[src/rtl/tc_pkg.sv]
package tc_pkg;
  typedef logic [3:0] bcd_t;

  // active-high segments, bit0 = a .. bit6 = g
  function automatic logic [6:0] seg_of(bcd_t d);
    logic [6:0] s;
    case (d)
      4'd0: s = 7'h3F;
      4'd1: s = 7'h06;
      4'd2: s = 7'h5B;
      4'd3: s = 7'h4F;
      4'd4: s = 7'h66;
      4'd5: s = 7'h6D;
      4'd6: s = 7'h7D;
      4'd7: s = 7'h07;
      4'd8: s = 7'h7F;
      4'd9: s = 7'h6F;
      default: s = 7'h00;
    endcase
    return s;
  endfunction
endpackage

[src/rtl/tc_debounce.sv]
module tc_debounce #(
  parameter int unsigned STABLE_CYCLES = 500000
) (
  input  logic clk_i,
  input  logic rst_ni,
  input  logic raw_i,
  output logic rise_o
);
  localparam int unsigned CW = (STABLE_CYCLES > 1) ? $clog2(STABLE_CYCLES) : 1;
  localparam logic [CW-1:0] LIM = CW'(STABLE_CYCLES - 1);

  logic s1_q, s2_q, lvl_q, lvl_d1_q;
  logic [CW-1:0] cnt_q;

  always_ff @(posedge clk_i or negedge rst_ni) begin
    if (!rst_ni) begin
      s1_q     <= 1'b0;
      s2_q     <= 1'b0;
      lvl_q    <= 1'b0;
      lvl_d1_q <= 1'b0;
      cnt_q    <= '0;
    end else begin
      s1_q     <= raw_i;
      s2_q     <= s1_q;
      lvl_d1_q <= lvl_q;
      if (s2_q != lvl_q) begin
        if (cnt_q == LIM) begin
          lvl_q <= s2_q;
          cnt_q <= '0;
        end else begin
          cnt_q <= cnt_q + 1'b1;
        end
      end else begin
        cnt_q <= '0; // any return to the old level restarts the window
      end
    end
  end

  assign rise_o = lvl_q & ~lvl_d1_q;

  // one increment per accepted press
  a_r7_single_pulse: assert property (@(posedge clk_i) disable iff (!rst_ni)
    rise_o |=> !rise_o);
  a_r7_level_needs_window: assert property (@(posedge clk_i) disable iff (!rst_ni)
    (lvl_q != $past(lvl_q)) |-> ($past(cnt_q) == LIM));
endmodule

[src/rtl/tc_bcd_count.sv]
module tc_bcd_count
  import tc_pkg::*;
#(
  parameter int unsigned MAX_TENS = 8
) (
  input  logic clk_i,
  input  logic rst_ni,
  input  logic clr_i,
  input  logic inc_i,
  output bcd_t ones_o,
  output bcd_t tens_o
);
  localparam bcd_t TENS_TOP = bcd_t'(MAX_TENS);

  logic at_top;
  assign at_top = (tens_o == TENS_TOP);

  always_ff @(posedge clk_i or negedge rst_ni) begin
    if (!rst_ni) begin
      ones_o <= '0;
      tens_o <= '0;
    end else if (clr_i) begin
      ones_o <= '0;
      tens_o <= '0;
    end else if (inc_i && !at_top) begin
      if (ones_o == 4'd9) begin
        ones_o <= '0;
        tens_o <= tens_o + 4'd1;
      end else begin
        ones_o <= ones_o + 4'd1;
      end
    end
  end

  a_r2_step: assert property (@(posedge clk_i) disable iff (!rst_ni)
    (inc_i && !clr_i && !at_top && ones_o != 4'd9)
      |=> (ones_o == $past(ones_o) + 4'd1) && $stable(tens_o));
  a_r3_carry: assert property (@(posedge clk_i) disable iff (!rst_ni)
    (inc_i && !clr_i && !at_top && ones_o == 4'd9)
      |=> (ones_o == 4'd0) && (tens_o == $past(tens_o) + 4'd1));
  a_r4_hold_at_top: assert property (@(posedge clk_i) disable iff (!rst_ni)
    (at_top && !clr_i) |=> $stable(ones_o) && $stable(tens_o));
  a_r5_clear: assert property (@(posedge clk_i) disable iff (!rst_ni)
    clr_i |=> (ones_o == 4'd0) && (tens_o == 4'd0));
  a_r2_bcd_range: assert property (@(posedge clk_i) disable iff (!rst_ni)
    (ones_o <= 4'd9) && (tens_o <= TENS_TOP));
endmodule

[src/rtl/tc_disp_mux.sv]
module tc_disp_mux
  import tc_pkg::*;
#(
  parameter int unsigned REFRESH_CYCLES = 50000
) (
  input  logic       clk_i,
  input  logic       rst_ni,
  input  bcd_t       ones_i,
  input  bcd_t       tens_i,
  output logic [6:0] seg_o,
  output logic [1:0] dig_en_o
);
  localparam int unsigned RW = (REFRESH_CYCLES > 1) ? $clog2(REFRESH_CYCLES) : 1;
  localparam logic [RW-1:0] RLIM = RW'(REFRESH_CYCLES - 1);

  logic [RW-1:0] rc_q;
  logic          sel_q; // 0 = ones, 1 = tens

  always_ff @(posedge clk_i or negedge rst_ni) begin
    if (!rst_ni) begin
      rc_q  <= '0;
      sel_q <= 1'b0;
    end else if (rc_q == RLIM) begin
      rc_q  <= '0;
      sel_q <= ~sel_q;
    end else begin
      rc_q <= rc_q + 1'b1;
    end
  end

  // pattern and enable come from the same select to avoid ghosting
  assign seg_o    = seg_of(sel_q ? tens_i : ones_i);
  assign dig_en_o = sel_q ? 2'b01 : 2'b10;

  a_r8_one_digit: assert property (@(posedge clk_i) disable iff (!rst_ni)
    $countones(dig_en_o) == 1);
  a_r8_hold_between: assert property (@(posedge clk_i) disable iff (!rst_ni)
    (rc_q != RLIM) |=> $stable(dig_en_o));
  a_r8_toggle: assert property (@(posedge clk_i) disable iff (!rst_ni)
    (rc_q == RLIM) |=> (dig_en_o != $past(dig_en_o)));
endmodule

[src/rtl/ticket_counter.sv]
module ticket_counter
  import tc_pkg::*;
#(
  parameter int unsigned DEB_CYCLES     = 500000,
  parameter int unsigned REFRESH_CYCLES = 50000,
  parameter int unsigned MAX_TENS       = 8
) (
  input  logic       clk_i,
  input  logic       rst_ni,
  input  logic       btn_i,
  input  logic       clr_i,
  output logic [6:0] seg_o,
  output logic       dp_o,
  output logic [1:0] dig_en_o
);
  logic clr_s1_q, clr_s2_q;
  logic inc_pulse;
  bcd_t ones, tens;

  always_ff @(posedge clk_i or negedge rst_ni) begin
    if (!rst_ni) begin
      clr_s1_q <= 1'b0;
      clr_s2_q <= 1'b0;
    end else begin
      clr_s1_q <= clr_i;
      clr_s2_q <= clr_s1_q;
    end
  end

  tc_debounce #(.STABLE_CYCLES(DEB_CYCLES)) u_deb (
    .clk_i (clk_i),
    .rst_ni(rst_ni),
    .raw_i (btn_i),
    .rise_o(inc_pulse)
  );

  tc_bcd_count #(.MAX_TENS(MAX_TENS)) u_cnt (
    .clk_i (clk_i),
    .rst_ni(rst_ni),
    .clr_i (clr_s2_q),
    .inc_i (inc_pulse),
    .ones_o(ones),
    .tens_o(tens)
  );

  tc_disp_mux #(.REFRESH_CYCLES(REFRESH_CYCLES)) u_mux (
    .clk_i   (clk_i),
    .rst_ni  (rst_ni),
    .ones_i  (ones),
    .tens_i  (tens),
    .seg_o   (seg_o),
    .dig_en_o(dig_en_o)
  );

  assign dp_o = 1'b0;

  // clear wins over a coincident press
  a_r6_clear_priority: assert property (@(posedge clk_i) disable iff (!rst_ni)
    (clr_s2_q && inc_pulse) |=> (ones == 4'd0) && (tens == 4'd0));
endmodule

[config.mk]
export PLATFORM = sky130hd
export DESIGN_NAME = ticket_counter
export DESIGN_NICKNAME = d
export VERILOG_FILES = /design/src/rtl/tc_pkg.sv /design/src/rtl/tc_debounce.sv /design/src/rtl/tc_bcd_count.sv /design/src/rtl/tc_disp_mux.sv /design/src/rtl/ticket_counter.sv
export SDC_FILE = /design/constraint.sdc
export NUM_CORES = 1
export LEC_CHECK = 0
export BUFFER_PORTS_ARGS = -buffer_cell sky130_fd_sc_hd__buf_2
export CORE_UTILIZATION = 55
export DETAILED_ROUTE_END_ITERATION = 16
export PLACE_DENSITY = 0.76
export SYNTH_ARGS = -nofsm -noshare
export SYNTH_HDL_FRONTEND = slang
export SYNTH_HIERARCHICAL = 1
export SYNTH_SLANG_ARGS = --single-unit
[constraint.sdc]
create_clock -name clk_i -period 1.8 [get_ports clk_i]
set_input_delay 0.18 -clock clk_i [delete_from_list [all_inputs] [get_ports clk_i]]
set_output_delay 0.18 -clock clk_i [all_outputs]
set_load 0.02 [all_outputs]
Yosys cells after proc, flatten, opt, wreduce, memory -nomap -nowiden
Memory sizes are Yosys's and may differ from the RTL's.
Index checks and enable logic that the tools add are counted.
Cells by class
  bitwise gates (word level): 3
  equal/unequal tests: 5
  reductions and logical operators: 6
  $add $sub $neg: 4
  mux-type cells: 11
Operators by type and width (number)
  $mux W19: 2
  $mux W4: 7
  $add A19 B1 Y19 const B: 1
  $eq A19 B19 Y1 const B: 1
  $add A16 B1 Y16 const B: 1
  $eq A16 B16 Y1 const B: 1
  $mux W16: 1
  $add A4 B1 Y4 const B: 2
  $eq A4 B4 Y1 const B: 2
  $reduce_and A2 Y1: 2
  $reduce_bool A2 Y1: 2
  $mux W2: 1
  $not A1 Y1: 2
  $and A1 B1 Y1: 1
  $logic_and A1 B1 Y1: 1
  $logic_not A1 Y1: 1
  $ne A1 B1 Y1: 1
Storage, ports and cells
  output and inout bits: 10
  memory bits (read-only): 112
  memories kept: 1
  bits in registers: 50
  bits of input ports: 4
Memories
  (name not given): words 16, width 7, read ports 1, clocked after Yosys merged registers in 0, write ports 0, line tc_pkg.sv:7  | case (d)

Logic depth before layout (Yosys ltp)
  depth in word-level cells: 5
  gate-level depth with buffers: 7
  mapped depth without buffers: 6

By module
Netlist, hierarchy kept.
By module, submodules not included
  tc_debounce: area an instance 1111.1 um^2, cells an instance 107, instances 1
  tc_disp_mux: area an instance 1019.7 um^2, cells an instance 102, instances 1
  tc_bcd_count: area an instance 469.2 um^2, cells an instance 49, instances 1
  ticket_counter: area an instance 61.3 um^2, cells an instance 4, instances 1

Least setup slack after synthesis
Ideal clock, no wire load.
  path type: reg2out
  start point: reg u_mux.sel_q
  end point: out seg_o[0]
  stages on the path, launching flop included: 5
  arrival time: 1819 ps
  path slack: -199 ps
  buffers on the path: 1
  required time: 1620 ps
  cell sequence: dfrtp_1 -> clkbuf_1 -> mux2i_1 -> nand2_1 -> o21ai_0
Between the ends
  word-level cells in the longest chain between the ends: 2
RTL lines
  from (decl): line tc_disp_mux.sv:17  | logic sel_q;
  from (signal assigned): line tc_disp_mux.sv:25  | sel_q <= ~sel_q;
  $mux W4: line tc_disp_mux.sv:32  | assign seg_o = seg_of(sel_q ? tens_i : ones_i);
  $mem_v2 Z16 W7
  to (decl): line ticket_counter.sv:12  | output logic [6:0] seg_o,
No other way between the ends.

Final worst setup path
  start point: reg u_mux.sel_q
  end point: out seg_o[3]
Same word-level chain as after synthesis.

==> impl_results.md <==
- Critical R2R Launch: u_deb/cnt_q[0]
- Gate power share: 4.1%
- H-tree depth: 2
- First-pass GRT wire length: 9700 um
- Fin cells: 371
- Vias in the first global route: a little over 2000
- Clock tree from TritonCTS: done
- Crit path cell chain: mux2i_2, buf_6, ha_4, nor2b_1, o21ai_1, o21ai_1, buf_4
- Slew Viols, Final: 0
- Die Y: a little over 70 um
- Static Leak: between 1 and 1.5 nW
- DRC viols: 0
- Period utilisation layout: 110%
- Synthesis-stage register bit count: 50
- Worst Path Buf+Inv: 2
- Fin util: around 76%
- Post-synth net total: 276
- Io pins: 14
- Vias per cell: 5.89
- DP Worst Slack: 0.00759 ns
- DRT iter0 DRCs: 153
- Register area share after synthesis: 47.0%
- Fmax: 506 MHz
- DR WL/cell: 15.9 um
- Critical Path AT: between 1.5 and 2 ns
- Top cell by count, worst path: o21ai_1
- Most frequent cells in the layout: dfrtp_1, buf_4, nor2_1, xnor2_1
- Die span in x: 71.6 um
- Skew-Pair Late Insertion Delay: 0.31 ns
- Setup_tns: -1.07 ns
- Initial Utilization: 59.1%
- Synth Flop Type: dfrtp_1
- RSZ-0062 raised after global routing: true
- Skew final: between 0.006 and 0.007 ns
- Setup crit end kind: output port
- Mapped Area: 2660 um^2
- Via count: 2185
- Root buffer cell: clkbuf_8
- Delay-heaviest family, CP: flip-flops
- HPWL after DPL: between 3000 and 4000 um
- Hold crit path type: register to register
- NetSw: 0.417 mW
- Asr flop ratio synth: 100%
- Hold Path Origin: u_deb/s1_q
- DRT antenna net count: 0
- Crit path kind: register to output port
- Area of the die: 5120 um^2
- Crit-path max cell delay: roughly 0.47 ns
- Worst setup margin: -0.176 ns
- Crit path time final: 1.98 ns
- Clk buf depth: 2
- Fin. Hold Viols: 0
- Antenna diode count: 0
- Flop pwr share: 60.5%
- Type of origin of the critical path: register
- Final setup viols: 7
- Cell count after placement: between 300 and 400
- Synth warn: 6
- Core Region: 4500 um^2
- P per Cell Area: 553 nW/um^2
- Clk sink count: 50
- Crit Path Max Fanout: 6
- Clk slew on worst S/H paths: 0.09 ns
- Sw frac: approximately 22%
- First-pass detailed-route iteration total: 4
- Mean Syn Cell Area: 10.2 um^2
- Row Count: 24
- Final global-route overflow total: 0
- Failing checks: negative setup slack
- Largest net degree at the start of global routing: 51
- Crit path required time: 1.62 ns
- Synth Instances: 262
- Drt total wl: between 5000 and 6000 um
- EDFF count, synth: 0
- Crit-path slowest cell: dfrtp_2
- Area Growth Syn to Fin: 28.6%
- Final nets: ~330
- Clock network fraction of design power: 35.4%
- All-layer global routing usage: 24.6%
- Cell-internal power: 1.48 mW
- Commonest non-fill, non-tap cell in the layout: dfrtp_1
- Worst vdd ir: between 400 and 500 uV
- Critical path origin: u_mux/sel_q
- Initial antenna violation count: 0
- Global placer's final weighted congestion: between 0.8 and 0.9
- Maxcap violations: 0
- # port buffers: 12
- Synth cell types: 45
- Status: finished, violations left
- Share of cells above drive strength 1: 32.3%
- TritonCTS Buffers: 5
[final timing paths]
| path | end | slack [ns] | depth (start not counted) |
|---|---|---|---|
| worst min register to register | u_deb/s2_q | 0.36 | 0 |
| worst max-delay path | seg_o[3] | -0.18 | 7 |
| worst max register to register | u_deb/cnt_q[16] | 0.02 | 5 |
| worst min-delay path | u_deb/s2_q | 0.36 | 0 |
| max in group asynchronous | u_mux/sel_q | 1.18 | 3 |
| min in group asynchronous | u_deb/cnt_q[12] | 0.38 | 3 |
[area by class of cell]
class,count,area (um^2)
multi-input cells,191,1480
flip-flops and latches,50,1250
fillers,286,1080
repair buffers,56,478
clock buffers,7,86.3
well taps,52,65.1
inverters,14,55.1
clock inverters,1,5.00
[layer usage]
| metal | global-route usage, % | routed length (um) |
|---|---|---|
| met1 | 34.1 | 2720 |
| met2 | 39.3 | 2830 |
| met3 | 4.78 | 218 |
| met4 | 8.28 | 126 |
| met5 | 0 | 0 |
[synthesized netlist by cell type, drive strengths merged (2+ instances only)]
cell type	number	share of area [%]
and3	2	0.47
a21oi	10	1.9
or3	5	1.2
buf	4	1.0
nand4	9	2.7
dfrtp	50	47
nand3	12	2.3
or3b	2	0.75
xnor2	21	6.9
nand2	12	1.7
nor2b	7	1.6
mux2i	6	2.3
xor2	8	2.6
o21ai	11	2.1
inv	14	2.0
a31oi	2	0.47
nand2b	2	0.47
clkbuf	3	0.42
o41ai	2	1.4
nor4	8	2.7
or4	3	0.99
nand3b	3	0.85
or4b	3	1.1
ha	10	4.7
nor4b	2	0.66
nor2	32	4.5
o22ai	2	0.47
nor3	6	1.1
mux2	4	1.7
[repair_timing]
action | CTS | global route
buffers inserted | 4 | 4
pin swaps | 3 | 9
hold buffers | 3 | 0
endpoints found under the hold margin | 52 | 0
resized for setup | 29 | 19
setup endpoints to repair | 8 | 28
[logic make-up after synthesis]
kind of cell,count (synthesis),share of synthesized area (%)
flip-flops,50,47.0
other,1,0.141
XOR/XNOR,29,9.54
AND/OR/NAND/NOR,112,24.4
buffers and inverters,21,3.43
AO/OA/AOI/OAI,29,6.86
multiplexers,10,3.95
adder cells (fa/ha/maj),10,4.70
[state kept, by name (all words and copies together), names as in the netlist]
name and flops:
u_deb/cnt_q 19, u_mux/rc_q 16, u_cnt/ones_o 4, u_cnt/tens_o 4, clr_s1_q 1, clr_s2_q 1, u_deb/lvl_d1_q 1, u_deb/lvl_q 1
u_deb/s1_q 1, u_deb/s2_q 1, u_mux/sel_q 1
[per-stage QoR]
stage               power (mW)  instance area (um^2)  hold slack, ns
floorplan                 1.19                  2710          -0.116
detailed placement        1.24                  3050           0.187
finish                    1.89                  3420           0.360
CTS                       1.91                  3310           0.364
global placement          1.23                  3050           0.186
global route              1.97                  3420           0.373
[power groups by stage]
stage	clock (mW)	sequential [mW]	combinational (mW)
6_report	0.669	1.15	0.0772
5_1_grt	0.732	1.15	0.0886
4_1_cts	0.692	1.15	0.0766
3_5_place_dp	0	1.17	0.0664
3_3_place_gp	0	1.17	0.0649
2_1_floorplan	0	1.16	0.0322
Power figures use the tool's default switching activity.
